==> src/rtl/spi_xfer_pkg.sv <==
package spi_xfer_pkg;
  typedef enum logic [2:0] {
    ST_IDLE,
    ST_LEAD,
    ST_XFER,
    ST_TRAIL,
    ST_GAP
  } xfer_state_e;
endpackage

==> src/rtl/spi_half_timer.sv <==
module spi_half_timer #(
  parameter int BAUD_W = 3
) (
  input  logic              clk,
  input  logic              rst_n,
  input  logic              run,
  input  logic [BAUD_W-1:0] baud,
  output logic              tick
);
  localparam int CNT_W = 1 << BAUD_W;

  logic [CNT_W-1:0] cnt_q, cnt_d, lim;
  logic [CNT_W:0]   span;
  logic [BAUD_W:0]  shamt;

  always_comb begin
    shamt = {1'b0, baud} + 1'b1;
    span  = (CNT_W+1)'(1) << shamt;
    lim   = CNT_W'(span - 1'b1);
    tick  = run && (cnt_q == lim);
    if (!run || tick) cnt_d = '0;
    else              cnt_d = cnt_q + 1'b1;
  end

  always_ff @(posedge clk or negedge rst_n) begin
    if (!rst_n) cnt_q <= '0;
    else        cnt_q <= cnt_d;
  end

  assert_count_step_R7: assert property (@(posedge clk) disable iff (!rst_n)
    (run && !tick) |=> (cnt_q == $past(cnt_q) + 1'b1));
endmodule

==> src/rtl/spi_seq_ctrl.sv <==
module spi_seq_ctrl
  import spi_xfer_pkg::*;
#(
  parameter int DATA_W = 8
) (
  input  logic clk,
  input  logic rst_n,
  input  logic start,
  input  logic tick,
  output logic edge_ev,
  output logic edge_odd,
  output logic edge_first,
  output logic edge_last,
  output logic sck_lvl,
  output logic ss_n,
  output logic busy,
  output logic done_set
);
  localparam int EDGES = 2 * DATA_W;
  localparam int EC_W  = $clog2(EDGES);

  xfer_state_e     state_q, state_d;
  logic [EC_W-1:0] ecnt_q, ecnt_d;
  logic            sck_q, sck_d;

  always_comb begin
    edge_ev    = tick && (state_q == ST_LEAD || state_q == ST_XFER);
    edge_odd   = ~ecnt_q[0];
    edge_first = (ecnt_q == '0);
    edge_last  = (ecnt_q == EC_W'(EDGES - 1));
    done_set   = tick && (state_q == ST_GAP);
    state_d    = state_q;
    ecnt_d     = ecnt_q;
    sck_d      = sck_q;
    case (state_q)
      ST_IDLE: if (start) state_d = ST_LEAD;
      ST_LEAD, ST_XFER: begin
        if (tick) begin
          sck_d   = ~sck_q;
          ecnt_d  = edge_last ? '0 : ecnt_q + 1'b1;
          state_d = edge_last ? ST_TRAIL : ST_XFER;
        end
      end
      ST_TRAIL: if (tick) state_d = ST_GAP;
      ST_GAP:   if (tick) state_d = ST_IDLE;
      default:  state_d = ST_IDLE;
    endcase
  end

  always_ff @(posedge clk or negedge rst_n) begin
    if (!rst_n) begin
      state_q <= ST_IDLE;
      ecnt_q  <= '0;
      sck_q   <= 1'b0;
    end else begin
      state_q <= state_d;
      ecnt_q  <= ecnt_d;
      sck_q   <= sck_d;
    end
  end

  assign sck_lvl = sck_q;
  assign ss_n    = (state_q == ST_IDLE) || (state_q == ST_GAP);
  assign busy    = (state_q != ST_IDLE);

  assert_lead_guard_R1: assert property (@(posedge clk) disable iff (!rst_n)
    (sck_q != $past(sck_q)) |-> (!ss_n && !$past(ss_n)));
  assert_sck_parked_R2: assert property (@(posedge clk) disable iff (!rst_n)
    ss_n |-> !sck_q);
  assert_trail_R5: assert property (@(posedge clk) disable iff (!rst_n)
    $rose(ss_n) |-> ($past(tick) && !$past(edge_ev)));
endmodule

==> src/rtl/spi_shift_unit.sv <==
module spi_shift_unit #(
  parameter int DATA_W = 8
) (
  input  logic              clk,
  input  logic              rst_n,
  input  logic              load,
  input  logic [DATA_W-1:0] load_data,
  input  logic              edge_ev,
  input  logic              edge_odd,
  input  logic              edge_first,
  input  logic              edge_last,
  input  logic              cpha,
  input  logic              lsb_first,
  input  logic              miso,
  output logic [DATA_W-1:0] shreg,
  output logic              mosi
);
  logic [DATA_W-1:0] sr_q, sr_d;
  logic              rx_q, rx_d;
  logic              sample_en, shift_en, shift_in;

  always_comb begin
    sample_en = edge_ev && (cpha ? !edge_odd && !edge_last : edge_odd);
    shift_en  = edge_ev && (cpha ? ((edge_odd && !edge_first) || edge_last)
                                 : !edge_odd);
    shift_in  = (cpha && edge_last) ? miso : rx_q;
    rx_d      = sample_en ? miso : rx_q;
    sr_d      = sr_q;
    if (load)
      sr_d = load_data;
    else if (shift_en)
      sr_d = lsb_first ? {shift_in, sr_q[DATA_W-1:1]}
                       : {sr_q[DATA_W-2:0], shift_in};
  end

  always_ff @(posedge clk or negedge rst_n) begin
    if (!rst_n) begin
      sr_q <= '0;
      rx_q <= 1'b0;
    end else begin
      sr_q <= sr_d;
      rx_q <= rx_d;
    end
  end

  assign shreg = sr_q;
  assign mosi  = lsb_first ? sr_q[0] : sr_q[DATA_W-1];

  assert_no_shift_and_sample_R4: assert property (@(posedge clk) disable iff (!rst_n)
    !(sample_en && shift_en && !(cpha && edge_last)));
endmodule

==> src/rtl/spi_xfer_master.sv <==
module spi_xfer_master #(
  parameter int DATA_W = 8,
  parameter int BAUD_W = 3
) (
  input  logic              clk,
  input  logic              rst_n,
  input  logic              cpol,
  input  logic              cpha,
  input  logic              lsb_first,
  input  logic [BAUD_W-1:0] baud,
  input  logic              host_sel,
  input  logic              host_wr,
  input  logic              host_rd,
  input  logic [DATA_W-1:0] host_wdata,
  output logic [DATA_W-1:0] host_rdata,
  output logic              irq,
  output logic              sck,
  output logic              mosi,
  input  logic              miso,
  output logic              ss_n
);
  logic tick, busy, start, coll, data_acc, clr;
  logic edge_ev, edge_odd, edge_first, edge_last, sck_lvl, done_set;
  logic [DATA_W-1:0] shreg;
  logic done_q, done_d, wcol_q, wcol_d, ie_q, ie_d, arm_q, arm_d;

  spi_half_timer #(.BAUD_W(BAUD_W)) u_timer (
    .clk(clk), .rst_n(rst_n), .run(busy), .baud(baud), .tick(tick)
  );

  spi_seq_ctrl #(.DATA_W(DATA_W)) u_ctrl (
    .clk(clk), .rst_n(rst_n), .start(start), .tick(tick),
    .edge_ev(edge_ev), .edge_odd(edge_odd), .edge_first(edge_first),
    .edge_last(edge_last), .sck_lvl(sck_lvl), .ss_n(ss_n),
    .busy(busy), .done_set(done_set)
  );

  spi_shift_unit #(.DATA_W(DATA_W)) u_shift (
    .clk(clk), .rst_n(rst_n), .load(start), .load_data(host_wdata),
    .edge_ev(edge_ev), .edge_odd(edge_odd), .edge_first(edge_first),
    .edge_last(edge_last), .cpha(cpha), .lsb_first(lsb_first),
    .miso(miso), .shreg(shreg), .mosi(mosi)
  );

  always_comb begin
    data_acc = host_sel && (host_wr || host_rd);
    start    = host_sel && host_wr && !busy;
    coll     = host_sel && host_wr && busy;
    clr      = data_acc && arm_q;
    done_d   = done_set ? 1'b1 : (clr ? 1'b0 : done_q);
    wcol_d   = coll ? 1'b1 : (clr ? 1'b0 : wcol_q);
    ie_d     = (host_wr && !host_sel) ? host_wdata[0] : ie_q;
    if (clr)
      arm_d = 1'b0;
    else if (host_rd && !host_sel && (done_q || wcol_q))
      arm_d = 1'b1;
    else
      arm_d = arm_q;
  end

  always_ff @(posedge clk or negedge rst_n) begin
    if (!rst_n) begin
      done_q <= 1'b0;
      wcol_q <= 1'b0;
      ie_q   <= 1'b0;
      arm_q  <= 1'b0;
    end else begin
      done_q <= done_d;
      wcol_q <= wcol_d;
      ie_q   <= ie_d;
      arm_q  <= arm_d;
    end
  end

  assign host_rdata = host_sel ? shreg
                               : {done_q, wcol_q, {(DATA_W-3){1'b0}}, ie_q};
  assign irq = done_q && ie_q;
  assign sck = sck_lvl ^ cpol;

  assert_collide_R10: assert property (@(posedge clk) disable iff (!rst_n)
    (host_wr && host_sel && busy) |=> wcol_q);
  assert_flag_after_gap_R6: assert property (@(posedge clk) disable iff (!rst_n)
    $rose(done_q) |-> (ss_n && $past(ss_n)));
  assert_clear_R9: assert property (@(posedge clk) disable iff (!rst_n)
    $fell(done_q) |-> $past(arm_q && data_acc));
endmodule

==> config.mk <==
export PLATFORM = sky130hd
export DESIGN_NAME = spi_xfer_master
export DESIGN_NICKNAME = d
export VERILOG_FILES = /design/src/rtl/spi_xfer_pkg.sv /design/src/rtl/spi_half_timer.sv /design/src/rtl/spi_seq_ctrl.sv /design/src/rtl/spi_shift_unit.sv /design/src/rtl/spi_xfer_master.sv
export SDC_FILE = /design/constraint.sdc
export NUM_CORES = 1
export LEC_CHECK = 0
export ABC_AREA = 1
export BUFFER_PORTS_ARGS = -buffer_cell sky130_fd_sc_hd__clkbuf_2
export CORE_UTILIZATION = 50
export CTS_CLUSTER_SIZE = 28
export DETAILED_ROUTE_END_ITERATION = 12
export PLACE_DENSITY_LB_ADDON = 0.15
export SLEW_MARGIN = 10
export SYNTH_ARGS = -nofsm -noshare
export SYNTH_HDL_FRONTEND = slang
export SYNTH_HIERARCHICAL = 1
export SYNTH_SLANG_ARGS = --single-unit
==> constraint.sdc <==
create_clock -name clk -period 3.4 [get_ports clk]
set_clock_uncertainty 0.05 [all_clocks]
set_input_delay 0.34 -clock clk [delete_from_list [all_inputs] [get_ports clk]]
set_output_delay 0.34 -clock clk [all_outputs]
set_load 0.02 [all_outputs]
==> out/qor.txt <==
Worst-path clk slew = 0.06 ns
GRT Total Usage = 0.2244
Startpoint Class = primary input
global-route wire length before repair = 7.203 mm
DR vias = 1818
fmax = 0.3994 GHz
Slew headroom = 0.5102
Clock power frac = 0.234
RR Endpoint = u_shift/shreg[3]
Final Hold Vio Count = 0
Synthesis Warnings = 6
Ports = 32
Clock Latency Late Sink = 0.28 ns
worst-path fanout max = 9
hold slack = 0.05909 ns
worst-case reg-to-reg path depth = 17
Req. time, crit path = 3.57 ns
internal power = 0.0008058 W
Die Area = 4171 um2
Syn Nets = 307
NetSw = 0.0005350 W
Iteration-0 DRC Markers = 107
gr ovfl total = 0
Post-CTS Hold Buffers = 0
Resize count post-CTS = 0
CTS buffer count = 5
Multi-input gate area = 1036 um2
largest area contributor in the netlist = dfrtp_1
CTS Root Cell = clkbuf_8
Initial DRT Pass Iterations = 4
Routed WL = 3.965 mm
Mapped Cells = 283
Setup TNS Final = 0 ns
CP most frequent cell = nand2_1
GP Congestion = 0.8519
TritonCTS clock tree = built
Seq/Total Area, Yosys = 0.3706
largest net degree at the start of global routing = 30
Die Ht = 64.58 um
Worst path slowest cell = ha_1
Setup WS post-layout = 0.8963 ns
largest cells by area after synthesis = dfrtp_1, nand2_1, inv_1
FILL cells = 358
pwr dens = 593.0 nW/um2
post-route insts no fill = 368
CP max stage delay = 0.29 ns
cell leakage power = 1.234 nW
post-CTS setup repair buffer count = 0
maximum vdd drop = 0.0002660 V
vias in the first global route = 1664
drt wl/cell = 10.77 um
ant diodes = 0
# setup viols final = 0
Crit. End Element = flip-flop
most common cell in the netlist = nand2_1
effective utilization at floorplan = 0.5269
mapped cell area = 1958 um2
Combinational Power Share = 0.383
top post-synthesis cells by count = nand2_1, inv_1, dfrtp_1
Worst Tran Pin Value = 0.7347 ns
placed cell count = 360
Crit. Startpoint = baud[2]
share of layout cells above drive strength 1 = 0.1813
clock period minus worst slack = 2.504 ns
Post-DP Area = 2160 um2
Hold WC Path Type = in2async
Max-Cap Viols = 0
library cells used by synthesis = 31
EDFF count, synth = 0
Crit Path Category = in2reg
ys async rst share = 1.000
post-route cell area = 2261 um2
dpl ws = 0.6322 ns
RSZ-0062 raised after global routing = false
switch share = 0.3990
hpwl dp = 2.906 mm
reg2reg setup slack = 1.13 ns
max-slew violation count = 0
input/output buffers = 31
Core Area = 3716 um2
Final Net Count = 343
Synth top area share = 0.3706
worst path bufs/invs = 4
antenna-violating nets left = 0
Syn Area/Cell = 6.919 um2
DRC viols = 0
Max clock buf depth = 2
register area = 725.7 um2
ys flop type = dfrtp_1
CP Cell Sequence = clkbuf_2, inv_2, nand3_1, ha_1, nor2_1, nor2_1, nand2_1, nor2_1, nand2_1, nor2_2, nand3_2, nor2_1, inv_2, nor3_4, nand2_1, inv_2, nand2_4, nand2_4, nand2_1, nand2_1
Via-to-Cell Ratio = 4.940
Critical Path AT = 2.68 ns
H-tree levels = 2
status = completed
Layout Area Growth over Synthesis = 15.46%
Rows = 22
post-synthesis register bit count = 29
clk sink count = 29
initial antenna violation count = 0
CP delay by family, top = simple AND/OR/NAND/NOR gates
sequential share of power = 0.383
Die X = 64.58 um
share of the clock period used by the worst path = 0.7364
Reg2Reg Launch Point = u_timer/cnt_q[1]
worst register-to-register path, delay by kind of cell, from the launching register on:
kind          cells  cell delay, ns
simple gates     15            1.58
buf+inv           2            0.17
flops             1            0.40
cell families (layout without fill, tap and decap cells):
kind of cell | count (synthesis) | in the layout | synth area share
other | 1 | 1 | 0.001915
AOI/OAI and AO/OA | 32 | 32 | 0.08690
xor gates and xnor gates | 10 | 10 | 0.04473
and+or+nand+nor | 161 | 161 | 0.3700
buffers and inverters | 46 | 83 | 0.1003
adders and majority gates | 4 | 4 | 0.02556
DFF | 29 | 29 | 0.3706
per-stage QoR:
step | total power (W) | util
final | 0.001341 | 0.6084
after global routing | 0.001467 | 0.6084
after CTS | 0.001351 | 0.6084
after detailed placement | 0.001031 | 0.5811
after global placement | 0.001029 | 0.5811
after floorplan | 0.0008844 | -
area by class of cell:
class,instances,area share
tap,48,0.02656
multi-input combinational,208,0.4582
inverter,43,0.07748
clock inverter,1,0.002214
sequential,29,0.3210
clock buffer,7,0.04261
timing repair buffer,32,0.07194
worst max path at each step:
stage	end	slack, ns	cells after the start
finish	u_shift/shreg[3]	0.90	20
global route	u_shift/shreg[7]	0.58	20
CTS	u_shift/shreg[4]	0.92	20
detailed placement	u_shift/shreg[4]	0.63	20
global placement	u_shift/shreg[4]	0.67	20
floorplan	u_shift/shreg[0]	1.01	19
registers in the layout (all words and copies together), names as in the netlist:
register and count:
arm_q 1, u_shift/rx_q 1, u_ctrl/ecnt_q 4, wcol_q 1, ie_q 1, u_timer/cnt_q 8, done_q 1, u_shift/shreg 8
u_ctrl/state_q 3, u_ctrl/sck_lvl 1
power groups by stage:
stage / logic, W / clock network, W / registers (W)
finish: 0.000513 / 0.000314 / 0.000514
floorplan: 0.000388 / 0 / 0.000496
global route: 0.000600 / 0.000338 / 0.000529
CTS: 0.000514 / 0.000323 / 0.000514
detailed placement: 0.000511 / 0 / 0.000519
global placement: 0.000509 / 0 / 0.000521
layer usage:
layer  GRT usage  wire [um]  share of wire  vias up
met5           0          0              0        -
met4     0.08333         77          0.019        0
met3     0.05282        173          0.044        8
met2      0.3474       1724           0.43       36
met1      0.3033       1990           0.50      816
li1            -          -              -      958
placed cells by master, fill, tap and decap left out:
| master | Yosys | routed |
|---|---|---|
| nand2_4 | 3 | 3 |
| dfrtp_1 | 29 | 29 |
| conb_1 | 1 | 1 |
| nand3_1 | 26 | 26 |
| nor2_1 | 22 | 22 |
| ha_1 | 4 | 4 |
| nand4_2 | 1 | 1 |
| nor3_1 | 2 | 2 |
| nor3_4 | 1 | 1 |
| clkbuf_8 | 0 | 7 |
| clkinv_2 | 0 | 1 |
| inv_1 | 36 | 36 |
| a21oi_2 | 2 | 2 |
| xnor2_1 | 5 | 5 |
| nand2_2 | 1 | 1 |
| clkinv_1 | 1 | 1 |
| o21bai_1 | 1 | 1 |
| o21ai_1 | 3 | 3 |
| nand4_1 | 4 | 4 |
| xor2_1 | 5 | 5 |
| nand3b_1 | 1 | 1 |
| clkbuf_2 | 0 | 31 |
| buf_4 | 0 | 1 |
| inv_2 | 5 | 5 |
| nand2_1 | 94 | 94 |
| nor2_4 | 1 | 1 |
| nor2_2 | 2 | 2 |
| a21oi_1 | 4 | 4 |
| bufinv_8 | 1 | 1 |
| o21ai_0 | 22 | 22 |
| and3_1 | 1 | 1 |
| nand3_2 | 1 | 1 |
| nor3b_1 | 1 | 1 |
(Power assumes the default switching activity.)
